==> config.mk <==
export PLATFORM = sky130hd
export DESIGN_NAME = mxbus_master
export DESIGN_NICKNAME = d
export VERILOG_FILES = /design/src/rtl/mxbus_pkg.sv /design/src/rtl/mxbus_seq.sv /design/src/rtl/mxbus_path.sv /design/src/rtl/mxbus_master.sv
export SDC_FILE = /design/constraint.sdc
export NUM_CORES = 1
export LEC_CHECK = 0
export BUFFER_PORTS_ARGS = -buffer_cell sky130_fd_sc_hd__buf_2
export CAP_MARGIN = 20
export CORE_ASPECT_RATIO = 0.5
export CORE_MARGIN = 5
export CORE_UTILIZATION = 50
export CTS_BUF_LIST = sky130_fd_sc_hd__clkbuf_16
export DETAILED_ROUTE_END_ITERATION = 6
export PLACE_DENSITY = 0.78
export SYNTH_ARGS = -nofsm -noshare
export SYNTH_HDL_FRONTEND = slang
export SYNTH_SLANG_ARGS = --single-unit
==> constraint.sdc <==
create_clock -name clk -period 3.6 [get_ports clk]
set_clock_uncertainty 0.15 [all_clocks]
set_input_delay 0.18 -clock clk [delete_from_list [all_inputs] [get_ports clk]]
set_output_delay 0.18 -clock clk [all_outputs]
set_load 0.02 [all_outputs]
==> src/rtl/mxbus_pkg.sv <==
package mxbus_pkg;
  localparam int BUS_W = 32;
  localparam int LANES = BUS_W / 8;
  localparam int ADDR_W = BUS_W - 2;

  typedef enum logic [2:0] {
    ST_IDLE, ST_ADDR, ST_DATA, ST_HOLD, ST_HALT
  } bus_state_e;

  // beat count 1..4 -> 2-bit code placed on the low address bits
  function automatic logic [1:0] count_code(input logic [2:0] n);
    logic [2:0] m;
    m = n - 3'd1;
    return m[1:0];
  endfunction
endpackage

==> src/rtl/mxbus_seq.sv <==
module mxbus_seq
  import mxbus_pkg::*;
#(
  parameter int MAX_BEATS = 4,
  localparam int BEAT_W = $clog2(MAX_BEATS)
) (
  input  logic              clk,
  input  logic              rst_n,
  input  logic              req_valid,
  input  logic [BEAT_W:0]   req_count,
  input  logic              hold_req,
  input  logic              halt_req,
  input  logic              rdy_n,
  output bus_state_e        state,
  output logic [BEAT_W-1:0] beat,
  output logic              last_beat,
  output logic              beat_done,
  output logic              accept
);
  bus_state_e        nxt;
  logic [BEAT_W-1:0] last_q;
  logic [BEAT_W:0]   cnt_m1;

  assign cnt_m1    = req_count - 1'b1;
  assign accept    = (state == ST_IDLE) && req_valid && !hold_req && !halt_req;
  assign beat_done = (state == ST_DATA) && !rdy_n;
  assign last_beat = (beat == last_q);

  always_comb begin
    nxt = state;
    unique case (state)
      ST_IDLE: begin
        if (hold_req)       nxt = ST_HOLD;
        else if (halt_req)  nxt = ST_HALT;
        else if (req_valid) nxt = ST_ADDR;
      end
      ST_ADDR: nxt = ST_DATA;
      ST_DATA: if (beat_done && last_beat) nxt = ST_IDLE;
      ST_HOLD: if (!hold_req) nxt = ST_IDLE;
      ST_HALT: if (!halt_req) nxt = ST_IDLE;
      default: nxt = ST_IDLE;
    endcase
  end

  always_ff @(posedge clk or negedge rst_n) begin
    if (!rst_n) begin
      state  <= ST_IDLE;
      beat   <= '0;
      last_q <= '0;
    end else begin
      state <= nxt;
      if (accept) last_q <= cnt_m1[BEAT_W-1:0];
      if (state == ST_ADDR) beat <= '0;
      else if (beat_done && !last_beat) beat <= beat + 1'b1;
    end
  end
endmodule

==> src/rtl/mxbus_path.sv <==
module mxbus_path
  import mxbus_pkg::*;
#(
  parameter int MAX_BEATS = 4,
  localparam int BEAT_W = $clog2(MAX_BEATS)
) (
  input  logic                       clk,
  input  logic                       rst_n,
  input  bus_state_e                 state,
  input  logic [BEAT_W-1:0]          beat,
  input  logic                       accept,
  input  logic                       beat_done,
  input  logic [ADDR_W-1:0]          req_addr,
  input  logic                       req_write,
  input  logic [BEAT_W:0]            req_count,
  input  logic [MAX_BEATS*BUS_W-1:0] req_wdata,
  input  logic [MAX_BEATS*LANES-1:0] req_be,
  input  logic [BUS_W-1:0]           bus_ad_in,
  output logic [BUS_W-1:0]           bus_ad_out,
  output logic                       bus_ad_oe,
  output logic                       bus_wr,
  output logic [LANES-1:0]           bus_be_n,
  output logic [ADDR_W-1:0]          xfer_addr,
  output logic                       rd_valid,
  output logic [BUS_W-1:0]           rd_data,
  output logic [BEAT_W-1:0]          rd_beat
);
  logic [ADDR_W-1:0] base_q;
  logic              wr_q;
  logic [1:0]        code_q;
  logic [BUS_W-1:0]  wdata_q [MAX_BEATS];
  logic [LANES-1:0]  be_q    [MAX_BEATS];
  logic [ADDR_W-1:0] last_hi_q;
  logic [1:0]        last_code_q;
  logic [BUS_W-1:0]  cur_wd;
  logic [LANES-1:0]  cur_be;
  logic [BUS_W-1:0]  beat_data;

  assign cur_wd = wdata_q[beat];
  assign cur_be = be_q[beat];

  // one lane of write data per generate slice; disabled lanes are zero
  for (genvar l = 0; l < LANES; l++) begin : g_lane
    assign beat_data[l*8 +: 8] = cur_be[l] ? cur_wd[l*8 +: 8] : 8'h00;
  end

  always_ff @(posedge clk or negedge rst_n) begin
    if (!rst_n) begin
      base_q      <= '0;
      wr_q        <= 1'b0;
      code_q      <= '0;
      last_hi_q   <= '0;
      last_code_q <= '0;
      for (int i = 0; i < MAX_BEATS; i++) begin
        wdata_q[i] <= '0;
        be_q[i]    <= '0;
      end
    end else begin
      if (accept) begin
        base_q <= req_addr;
        wr_q   <= req_write;
        code_q <= count_code(3'(req_count));
        for (int i = 0; i < MAX_BEATS; i++) begin
          wdata_q[i] <= req_wdata[i*BUS_W +: BUS_W];
          be_q[i]    <= req_be[i*LANES +: LANES];
        end
      end
      if (state == ST_ADDR) begin
        last_hi_q   <= base_q;
        last_code_q <= code_q;
      end else if (beat_done && wr_q) begin
        last_hi_q <= beat_data[BUS_W-1:2];
      end
    end
  end

  assign xfer_addr = base_q + ADDR_W'(beat);

  always_comb begin
    bus_ad_out = '0;
    bus_ad_oe  = 1'b0;
    unique case (state)
      ST_ADDR: begin
        bus_ad_out = {base_q, code_q};
        bus_ad_oe  = 1'b1;
      end
      ST_DATA: begin
        bus_ad_out = wr_q ? beat_data : '0;
        bus_ad_oe  = wr_q;
      end
      ST_HALT: begin
        bus_ad_out = {last_hi_q, last_code_q};
        bus_ad_oe  = 1'b1;
      end
      default: ;
    endcase
  end

  assign bus_wr   = ((state == ST_ADDR) || (state == ST_DATA)) && wr_q;
  assign bus_be_n = (state == ST_DATA) ? ~cur_be : '1;
  assign rd_valid = beat_done && !wr_q;
  assign rd_data  = rd_valid ? bus_ad_in : '0;
  assign rd_beat  = beat;
endmodule

==> src/rtl/mxbus_master.sv <==
module mxbus_master
  import mxbus_pkg::*;
#(
  parameter int MAX_BEATS = 4,
  localparam int BEAT_W = $clog2(MAX_BEATS)
) (
  input  logic                       clk,
  input  logic                       rst_n,
  input  logic                       req_valid,
  output logic                       req_ready,
  input  logic [ADDR_W-1:0]          req_addr,
  input  logic                       req_write,
  input  logic [BEAT_W:0]            req_count,
  input  logic [MAX_BEATS*BUS_W-1:0] req_wdata,
  input  logic [MAX_BEATS*LANES-1:0] req_be,
  output logic                       rd_valid,
  output logic [BUS_W-1:0]           rd_data,
  output logic [BEAT_W-1:0]          rd_beat,
  output logic                       done,
  output logic [ADDR_W-1:0]          xfer_addr,
  output logic [BUS_W-1:0]           bus_ad_out,
  output logic                       bus_ad_oe,
  input  logic [BUS_W-1:0]           bus_ad_in,
  output logic                       bus_wr,
  output logic [LANES-1:0]           bus_be_n,
  output logic                       ads_n,
  output logic                       ale,
  output logic                       ale_oe,
  output logic                       blast_n,
  output logic                       ctl_oe,
  input  logic                       rdy_n,
  input  logic                       hold_req,
  output logic                       hold_ack,
  input  logic                       halt_req,
  output logic                       halted
);
  bus_state_e        state;
  logic [BEAT_W-1:0] beat;
  logic              last_beat;
  logic              beat_done;
  logic              accept;

  mxbus_seq #(.MAX_BEATS(MAX_BEATS)) u_seq (
    .clk(clk), .rst_n(rst_n), .req_valid(req_valid), .req_count(req_count),
    .hold_req(hold_req), .halt_req(halt_req), .rdy_n(rdy_n),
    .state(state), .beat(beat), .last_beat(last_beat),
    .beat_done(beat_done), .accept(accept)
  );

  mxbus_path #(.MAX_BEATS(MAX_BEATS)) u_path (
    .clk(clk), .rst_n(rst_n), .state(state), .beat(beat), .accept(accept),
    .beat_done(beat_done), .req_addr(req_addr), .req_write(req_write),
    .req_count(req_count), .req_wdata(req_wdata), .req_be(req_be),
    .bus_ad_in(bus_ad_in), .bus_ad_out(bus_ad_out), .bus_ad_oe(bus_ad_oe),
    .bus_wr(bus_wr), .bus_be_n(bus_be_n), .xfer_addr(xfer_addr),
    .rd_valid(rd_valid), .rd_data(rd_data), .rd_beat(rd_beat)
  );

  assign req_ready = accept;
  assign ads_n     = (state != ST_ADDR);
  assign ale       = (state == ST_ADDR);
  assign blast_n   = !((state == ST_DATA) && last_beat);
  assign ale_oe    = (state != ST_HOLD);
  assign ctl_oe    = (state != ST_HOLD);
  assign hold_ack  = (state == ST_HOLD);
  assign halted    = (state == ST_HALT);
  assign done      = beat_done && last_beat;
endmodule

## Word-level counts from Yosys, hierarchy flattened

Cells that the tools add are included.

- Add/subtract/negate cells: 3
- Mux-type cells: 26
- Bitwise logic cells: 2
- Equal/unequal tests: 11
- Order comparisons: 1
- Reductions and logical operators: 22

Operators by type and width:

| kind | count |
|---|---|
| $mux W32 | 4 |
| $pmux W32 S3 | 1 |
| $bmux W32 S2 | 1 |
| $mux W30 | 2 |
| $mux W8 | 4 |
| $add A30 B2 Y30 | 1 |
| $mux W3 | 6 |
| $pmux W3 S5 | 1 |
| $mux W4 | 3 |
| $logic_and A1 B1 Y1 | 10 |
| $bmux W4 S2 | 1 |
| $eq A3 B2 Y1 const B | 2 |
| $logic_not A1 Y1 | 6 |
| $ne A2 B2 Y1 const B | 3 |
| $mux W2 | 2 |
| $ne A4 B4 Y1 const B | 1 |
| $not A4 Y4 | 1 |
| $reduce_and A4 Y1 | 1 |
| $reduce_bool A2 Y1 | 2 |
| $eq A3 B1 Y1 const B | 1 |
| $eq A3 B3 Y1 const B | 1 |
| $ge A3 B3 Y1 const B | 1 |
| $logic_not A3 Y1 | 1 |
| $ne A3 B1 Y1 const B | 1 |
| other kinds (8) | 8 |

- Input bits: 216
- Word-level logic and storage cells: 80
- Register bits: 214
- Output and inout bits: 112

## Depth between registers and ports, before layout

Gate-level depths: netlist (run 1).

- Depth in word-level cells: 7
- Mapped depth: 8
- Depth with buffers taken out: 6

## Cells and area by module

From an unflattened synthesis (run 1), not the netlist that was laid out.

- Cells, all modules: 877
- Area, all modules: 10,775.3 um^2

Modules (own cells, without submodules):

| module | area an instance (um^2) | sequential area each (um^2) | instances | cells an instance |
|---|---|---|---|---|
| mxbus_path | 10,327.4 | 5,230.0 | 1 | 832 |
| mxbus_seq | 381.6 | 175.2 | 1 | 37 |
| mxbus_master | 66.3 | 0.0 | 1 | 8 |

## Worst setup path after synthesis (run 1)

OpenSTA, ideal clock, no wires.

- Path kind: register to output
- Start point: register u_seq.beat[0]
- End point: output xfer_addr[22]
- Required time: 3.270 ns
- Path slack: 1.237 ns
- Path buffers: 0
- Stages on the path, launching flop included: 7
- Data arrival time: 2.033 ns
- Path through: dfrtp_1 ha_1 fa_1 nand4_1 nor2_1 nand4_1 xnor2_1

- Word-level cells in the longest chain between the ends: 1

RTL lines:

| item | line | source |
|---|---|---|
| start, declared | mxbus_seq.sv:15 | `output logic [BEAT_W-1:0] beat,` |
| start signal, assigned | mxbus_seq.sv:54 | `else if (beat_done && !last_beat) beat <= beat + 1'b1;` |
| $add A30 B2 Y30 | mxbus_path.sv:77 | `assign xfer_addr = base_q + ADDR_W'(beat);` |
| end, declared | mxbus_master.sv:20 | `output logic [ADDR_W-1:0] xfer_addr,` |

Every way passes these cells.

## Worst setup path after layout (run 1)

- Start point: register u_seq.beat[0]
- End point: output bus_ad_out[26]

- Word-level cells in the longest chain between the ends: 7
- Elaborated cells on any way between the ends: 10
- Classes of those cells: mux (9); bitwise (1)

RTL lines:

| item | line | source |
|---|---|---|
| $not A2 Y3 (implied by the code) (*) | mxbus_path.sv:39, mxbus_path.sv:40 |  |
| $bmux W32 S2 or $bmux W4 S2 (tied branches) | mxbus_path.sv:39, mxbus_path.sv:40 |  |
| $mux W32 (implied by the code) or $mux W4 (tied branches) (2 in a row) | mxbus_path.sv:39, mxbus_path.sv:40 |  |
| $mux W8 (*) | mxbus_path.sv:44 | `assign beat_data[l*8 +: 8] = cur_be[l] ? cur_wd[l*8 +: 8] : 8'h00;` |
| $mux W32 (*) | mxbus_path.sv:88 | `bus_ad_out = wr_q ? beat_data : '0;` |
| $pmux W32 S3 (*) | mxbus_path.sv:82 | `unique case (state)` |
| end, declared | mxbus_master.sv:21 | `output logic [BUS_W-1:0] bus_ad_out,` |

Every way passes the cells marked *; elsewhere a longest branch is shown, timed or not. The select of a mux whose other input is x is not followed.

==> results.ini, run 1 <==
[outcome]
status=complete, no violations

[sta]
fin_crit_sh=0.9215
tightest_slew_ps=905.5
finalHoldViolCount=0
whs_ps=40.95
rsz0062_at_grt=no
layout_setup_ws_ps=282.6
setup_viol=0
fin_setup_tns_ps=0
max-slew-margin-rel=0.3949
fin_crit_ps=3317
fmax_mhz=301.4
final-max-slew-violation-count=0

[logic_synthesis]
ys_seq_area_frac=0.5101
synth-seq-cells=214
syn_area_sq_um=10500
synth_edf_count=0
async_flop_share=1.000
yosysWarnings=0
avgSynthCellArea_sq_um=13.09
synthCells=802
ys.flop_type=dfrtp_1
syn_nets=1021
synth_cell_types=47

[layout]
area_delta_synth_final_pct=41.29
drive_above_1_share=0.4345
final_common_cell=buf_2
mostFrequentLayoutCells=325 x buf_2, 212 x dfrtp_1, 182 x dlygate4sd3_1, 157 x mux2_2, 49 x nand2_1
nets=1509
stdcell_count=1585

[drt]
drc=0
drtPass1Iterations=6
wl_per_cell_microns=22.53
wl_mm=35.71
antenna_left=0
drt_first_iter_violations=814
vias=9075
vias_per_cell=5.726

[clock_network]
clk_latency_ps=510
path_clk_slew_ps=60
cts.sinks=214
clockBufferDepth=3
cts_htree_levels=1
post_cts_resized=0
root_buffer=clkbuf_16
cts_tree=built
numCtsBuffers=21

[global_route]
grt_pass1_wl_mm=55.23
grt_overflow_total=0
grt_start_max_net_pins=91
grt_pass1_vias=9704
antenna_found_initial=7
globalRouteTotalUtil=0.2908

[power]
power_uw=12040
p_comb_frac=0.437
p_seq_frac=0.381
clockPowerShare=0.182
p_int_uw=7193
p_leak_uw=0.007043
switching_share=0.4024
p_sw_uw=4843
peakVddDrop_mv=0.3985
p_per_area_nw_per_um2=811.4

[setup_path]
worst-path-max-fanout=14
cp_slowest_cell=mux4_2
worstSetupEndpointType=primary output
crit_type=flip-flop to primary output
cp_data_required_time_ps=3270
worst_ep_arrival_time_ps=2990
crit_chain=buf_4 > buf_4 > mux4_2 > nand2_1 > o21ai_0 > buf_2
slowest_delay_ps=690
cp_common_cell=buf_4
critPathLaunchType=flip-flop

[placement]
dpl.hpwl_mm=22.04
place_ws_ps=877.9
dp.cells=1358
port_buffers=326
place.gp.congestion=0.8539

[floorplan]
die-area_sq_um=24170
initial_utilization=0.5096
core-area_sq_um=20600
rows=37
chipWidth_microns=214.9
pin_count=328
die_y_microns=112.5

[hold_path]
hp-class=input pin to flip-flop

[run]
maxCapViolations=0

repair_timing:
| action | in CTS | in global routing |
|---|---|---|
| buffers inserted | 0 | 0 |
| hold endpoints to repair | 264 | 0 |
| hold buffers | 182 | 0 |
cells by family (layout without fill, tap and decap cells):
family	Yosys count	in the layout	synth area share
compound gates	100	100	0.07127
fa+ha+maj	3	3	0.004290
mux	213	213	0.2689
buf+inv	73	576	0.03551
flops	214	214	0.5101
simple gates	166	166	0.08247
xor+xnor	33	33	0.02753
other cells	0	7	0
routing by layer:
layer	global-route usage	vias up	part of all wire
met1	0.3735	4564	0.40
met2	0.4888	464	0.49
met5	0	-	0
met3	0.05928	118	0.070
li1	-	3929	-
met4	0.1192	0	0.044
state kept, by name, indices dropped and copies added (netlist names):
register and flops:
u_seq.state 3, u_path.last_hi_q 30, u_path.base_q 30, u_seq.last_q 2, u_path.wdata_q 128, u_path.last_code_q 2, u_path.be_q 16, u_path.wr_q 1
u_seq.beat 2
worst paths after layout:
kind	cells after the start	slack, ps	start	end
min in group asynchronous	2	110	rst_n	u_path.wdata_q[61]
setup / recovery	6	280	u_seq.beat[0]	bus_ad_out[26]
setup reg to reg	6	910	u_seq.beat[0]	u_path.last_hi_q[15]
hold / removal	4	40	req_valid	u_seq.state[0]
hold reg to reg	1	340	u_path.wdata_q[123]	u_path.wdata_q[123]
max in group asynchronous	3	2170	rst_n	u_path.wdata_q[46]
cell usage after synthesis, types with 8 or more instances:
master      n  area, sq um
a221o_1    24        240.2
a222oi_1    8        80.08
a22oi_1    29        217.7
and2_1     34        212.7
and3_1      9        56.30
buf_2      37        185.2
clkbuf_1   15        56.30
dfrtp_1   214         5355
inv_1      14        52.55
mux2_1     20        225.2
mux2_2    157         1768
mux4_2     31        698.2
nand2_1    49        183.9
nand3_1    12        60.06
nand4_1    13        81.33
nor2_1     33        123.9
o21ai_0    27        135.1
xnor2_1    23        201.4
xor2_1     10        87.58
power groups by stage:
stage | registers [uW] | clock network, uW | logic (uW)
2_1_floorplan | 4070 | 0 | 3650
3_3_place_gp | 4370 | 0 | 4860
3_5_place_dp | 4470 | 0 | 4970
4_1_cts | 4440 | 2200 | 5150
5_1_grt | 4690 | 2300 | 5620
6_report | 4580 | 2190 | 5260
stage by stage:
step             util  area, sq um
2_1_floorplan       -        10500
3_3_place_gp   0.5990        12340
3_5_place_dp   0.5990        12340
4_1_cts        0.7192        14820
5_1_grt        0.7201        14830
6_report       0.7201        14830
area by class of cell:
cell class | count | area [sq um]
Fill cell | 1335 | 5767
Sequential cell | 214 | 5358
Multi-Input combinational cell | 515 | 4782
Timing Repair Buffer | 523 | 3625
Clock buffer | 21 | 525.5
Tap cell | 273 | 341.6
Clock inverter | 17 | 128.9
Inverter | 15 | 56.30
Antenna cell | 7 | 17.52
worst max-delay path, delay by kind of cell, from the launching register on:
| family | cells | cell delay [ps] |
|---|---|---|
| compound gates | 1 | 200 |
| buf+inv | 3 | 840 |
| flops | 1 | 540 |
| mux | 1 | 690 |
| simple gates | 1 | 190 |
(Power assumes the default switching activity.)
==> run 2: changes to the inputs <==
--- a/config.mk
+++ b/config.mk
@@ -13,6 +13,7 @@
 export CTS_BUF_LIST = sky130_fd_sc_hd__clkbuf_16
 export DETAILED_ROUTE_END_ITERATION = 6
 export PLACE_DENSITY = 0.78
+export SETUP_SLACK_MARGIN = 0.3
 export SYNTH_ARGS = -nofsm -noshare
 export SYNTH_HDL_FRONTEND = slang
 export SYNTH_SLANG_ARGS = --single-unit
==> run 2 against run 1 <==
Compared with the run above:
- clock power about the same
- final cell count up 0.25%
- cell area up 0.25%
- critical path type unchanged
- routed wire length down 0.23%
- count of clock-buffer cells in the layout unchanged
==> results.ini, run 2 (synthesis results as in run 1) <==
[layout]
mostFrequentLayoutCells=325 x buf_2, 212 x dfrtp_1, 182 x dlygate4sd3_1, 157 x mux2_2, 49 x nand2_1
drive_above_1_share=0.4362
final_util=0.7219
final_common_cell=buf_2
fill_cells=1322
postLayoutCellArea_sq_um=14870
top_regs=u_path.wdata_q x128, u_path.base_q x30, u_path.last_hi_q x30
largest_register_ff_count=128
seqCellArea_sq_um=5358
regMostFlops=u_path.wdata_q
nets=1513
area_delta_synth_final_pct=41.65
multi_input_area_sq_um=4782

[clock_network]
path_clk_slew_ps=70
numCtsBuffers=21
cts.sinks=214
clockBufferDepth=3
root_buffer=clkbuf_16
cts_htree_levels=1
clk_latency_ps=510
cts_tree=built

[sta]
fin_setup_tns_ps=0
final-max-slew-violation-count=0
fmax_mhz=314.4
max-slew-margin-rel=0.4016
tightest_slew_ps=895.4
fin_crit_ps=3180
setup_viol=0
finalHoldViolCount=0
fin_crit_sh=0.8834
whs_ps=40.07
rsz0062_at_grt=no

[global_route]
globalRouteTotalUtil=0.2908
grt_pass1_vias=9704
grt_start_max_net_pins=91
grt_pass1_wl_mm=55.23
antenna_found_initial=7
grt_overflow_total=0

[setup_path]
worst_ep_arrival_time_ps=2850
cp_slowest_cell=mux4_2
cp_num_buf_inv=3
cp_data_required_time_ps=3270
rr_startpoint=u_seq.beat[0]
crit_chain=buf_4 > buf_6 > mux4_2 > nand2_1 > o21ai_0 > buf_2
critPathLaunchType=flip-flop
crit_family=buffers and inverters
slowest_delay_ps=670
crit_type=flip-flop to primary output
startpoint=u_seq.beat[0]
worstSetupEndpointType=primary output
worst-path-max-fanout=14

[placement]
placed_area_sq_um=12340
port_buffers=326
place.gp.congestion=0.8539
dpl.hpwl_mm=22.04

[run]
maxCapViolations=0

[floorplan]
die_y_microns=112.5
rows=37
chipWidth_microns=214.9
core-area_sq_um=20600
initial_utilization=0.5096
die-area_sq_um=24170
pin_count=328

[drt]
wl_mm=35.63
drc=0
drtPass1Iterations=5
vias=9086
vias_per_cell=5.718
wl_per_cell_microns=22.42
drt_first_iter_violations=846
antenna_left=0

[hold_path]
hp-class=input pin to flip-flop
hold_start=req_valid

[power]
power_uw=12070
p_leak_uw=0.007065
p_per_area_nw_per_um2=811.6
peakVddDrop_mv=0.3991

[outcome]
status=complete, no violations

## run 2: cell count changes in the layout (fill, tap and decap cells not counted), sizes merged
cell | previous run | this run
buf | 340 | 344
## run 2: final cells by class
type,instances,area share
sequential,214,0.3603
timing repair buffer,527,0.2463
clock inverter,17,0.008666
clock buffer,21,0.03534
antenna,7,0.001178
inverter,15,0.003786
multi-input combinational,515,0.3216
tap,273,0.02297
## run 2: what timing repair did
| item | CTS | global route |
|---|---|---|
| setup buffers | 0 | 4 |
| gates resized for setup | 0 | 2 |
| setup endpoints to repair | 0 | 15 |
| endpoints found under the hold margin | 264 | 0 |
| hold buffers | 182 | 0 |
## run 2: per-layer routing
layer  up-vias  track usage  part of all wire  wire [microns]
li1       3941            -                 -               -
met1      4591       0.3735              0.40           14240
met2       442       0.4888              0.49           17410
met3       112      0.05928             0.070            2480
met4         0       0.1192             0.042            1497
met5         -            0                 0               0
## run 2: stage by stage
step	std cells	worst slack, ps
after global placement	1358	888.9
after CTS	1578	327.4
after floorplan	802	1237
after global routing	1589	288.8
after detailed placement	1358	877.9
final	1589	419.7
## run 2: path summary, 6_finish.rpt
| path | endpoint | slack (ps) | depth (start not counted) |
|---|---|---|---|
| worst max-delay path | bus_ad_out[26] | 420 | 6 |
| worst min-delay path | u_seq.state[0] | 40 | 4 |
| worst max register to register | u_path.last_hi_q[15] | 1060 | 6 |
| worst min register to register | u_path.wdata_q[29] | 340 | 1 |
| max in group asynchronous | u_path.wdata_q[110] | 2170 | 3 |
| min in group asynchronous | u_path.wdata_q[61] | 110 | 2 |
## run 2: tightest hold or removal path, stage by stage
cell	delay, ps
buf_2	90
nor2b_1	150
o21ai_0	170
a21oi_1	70
## run 2: report_power, final
part	switching (uW)	total, uW	internal (uW)
logic	2830	5310	2480
registers	1030	4570	3540
clock network	982	2190	1210
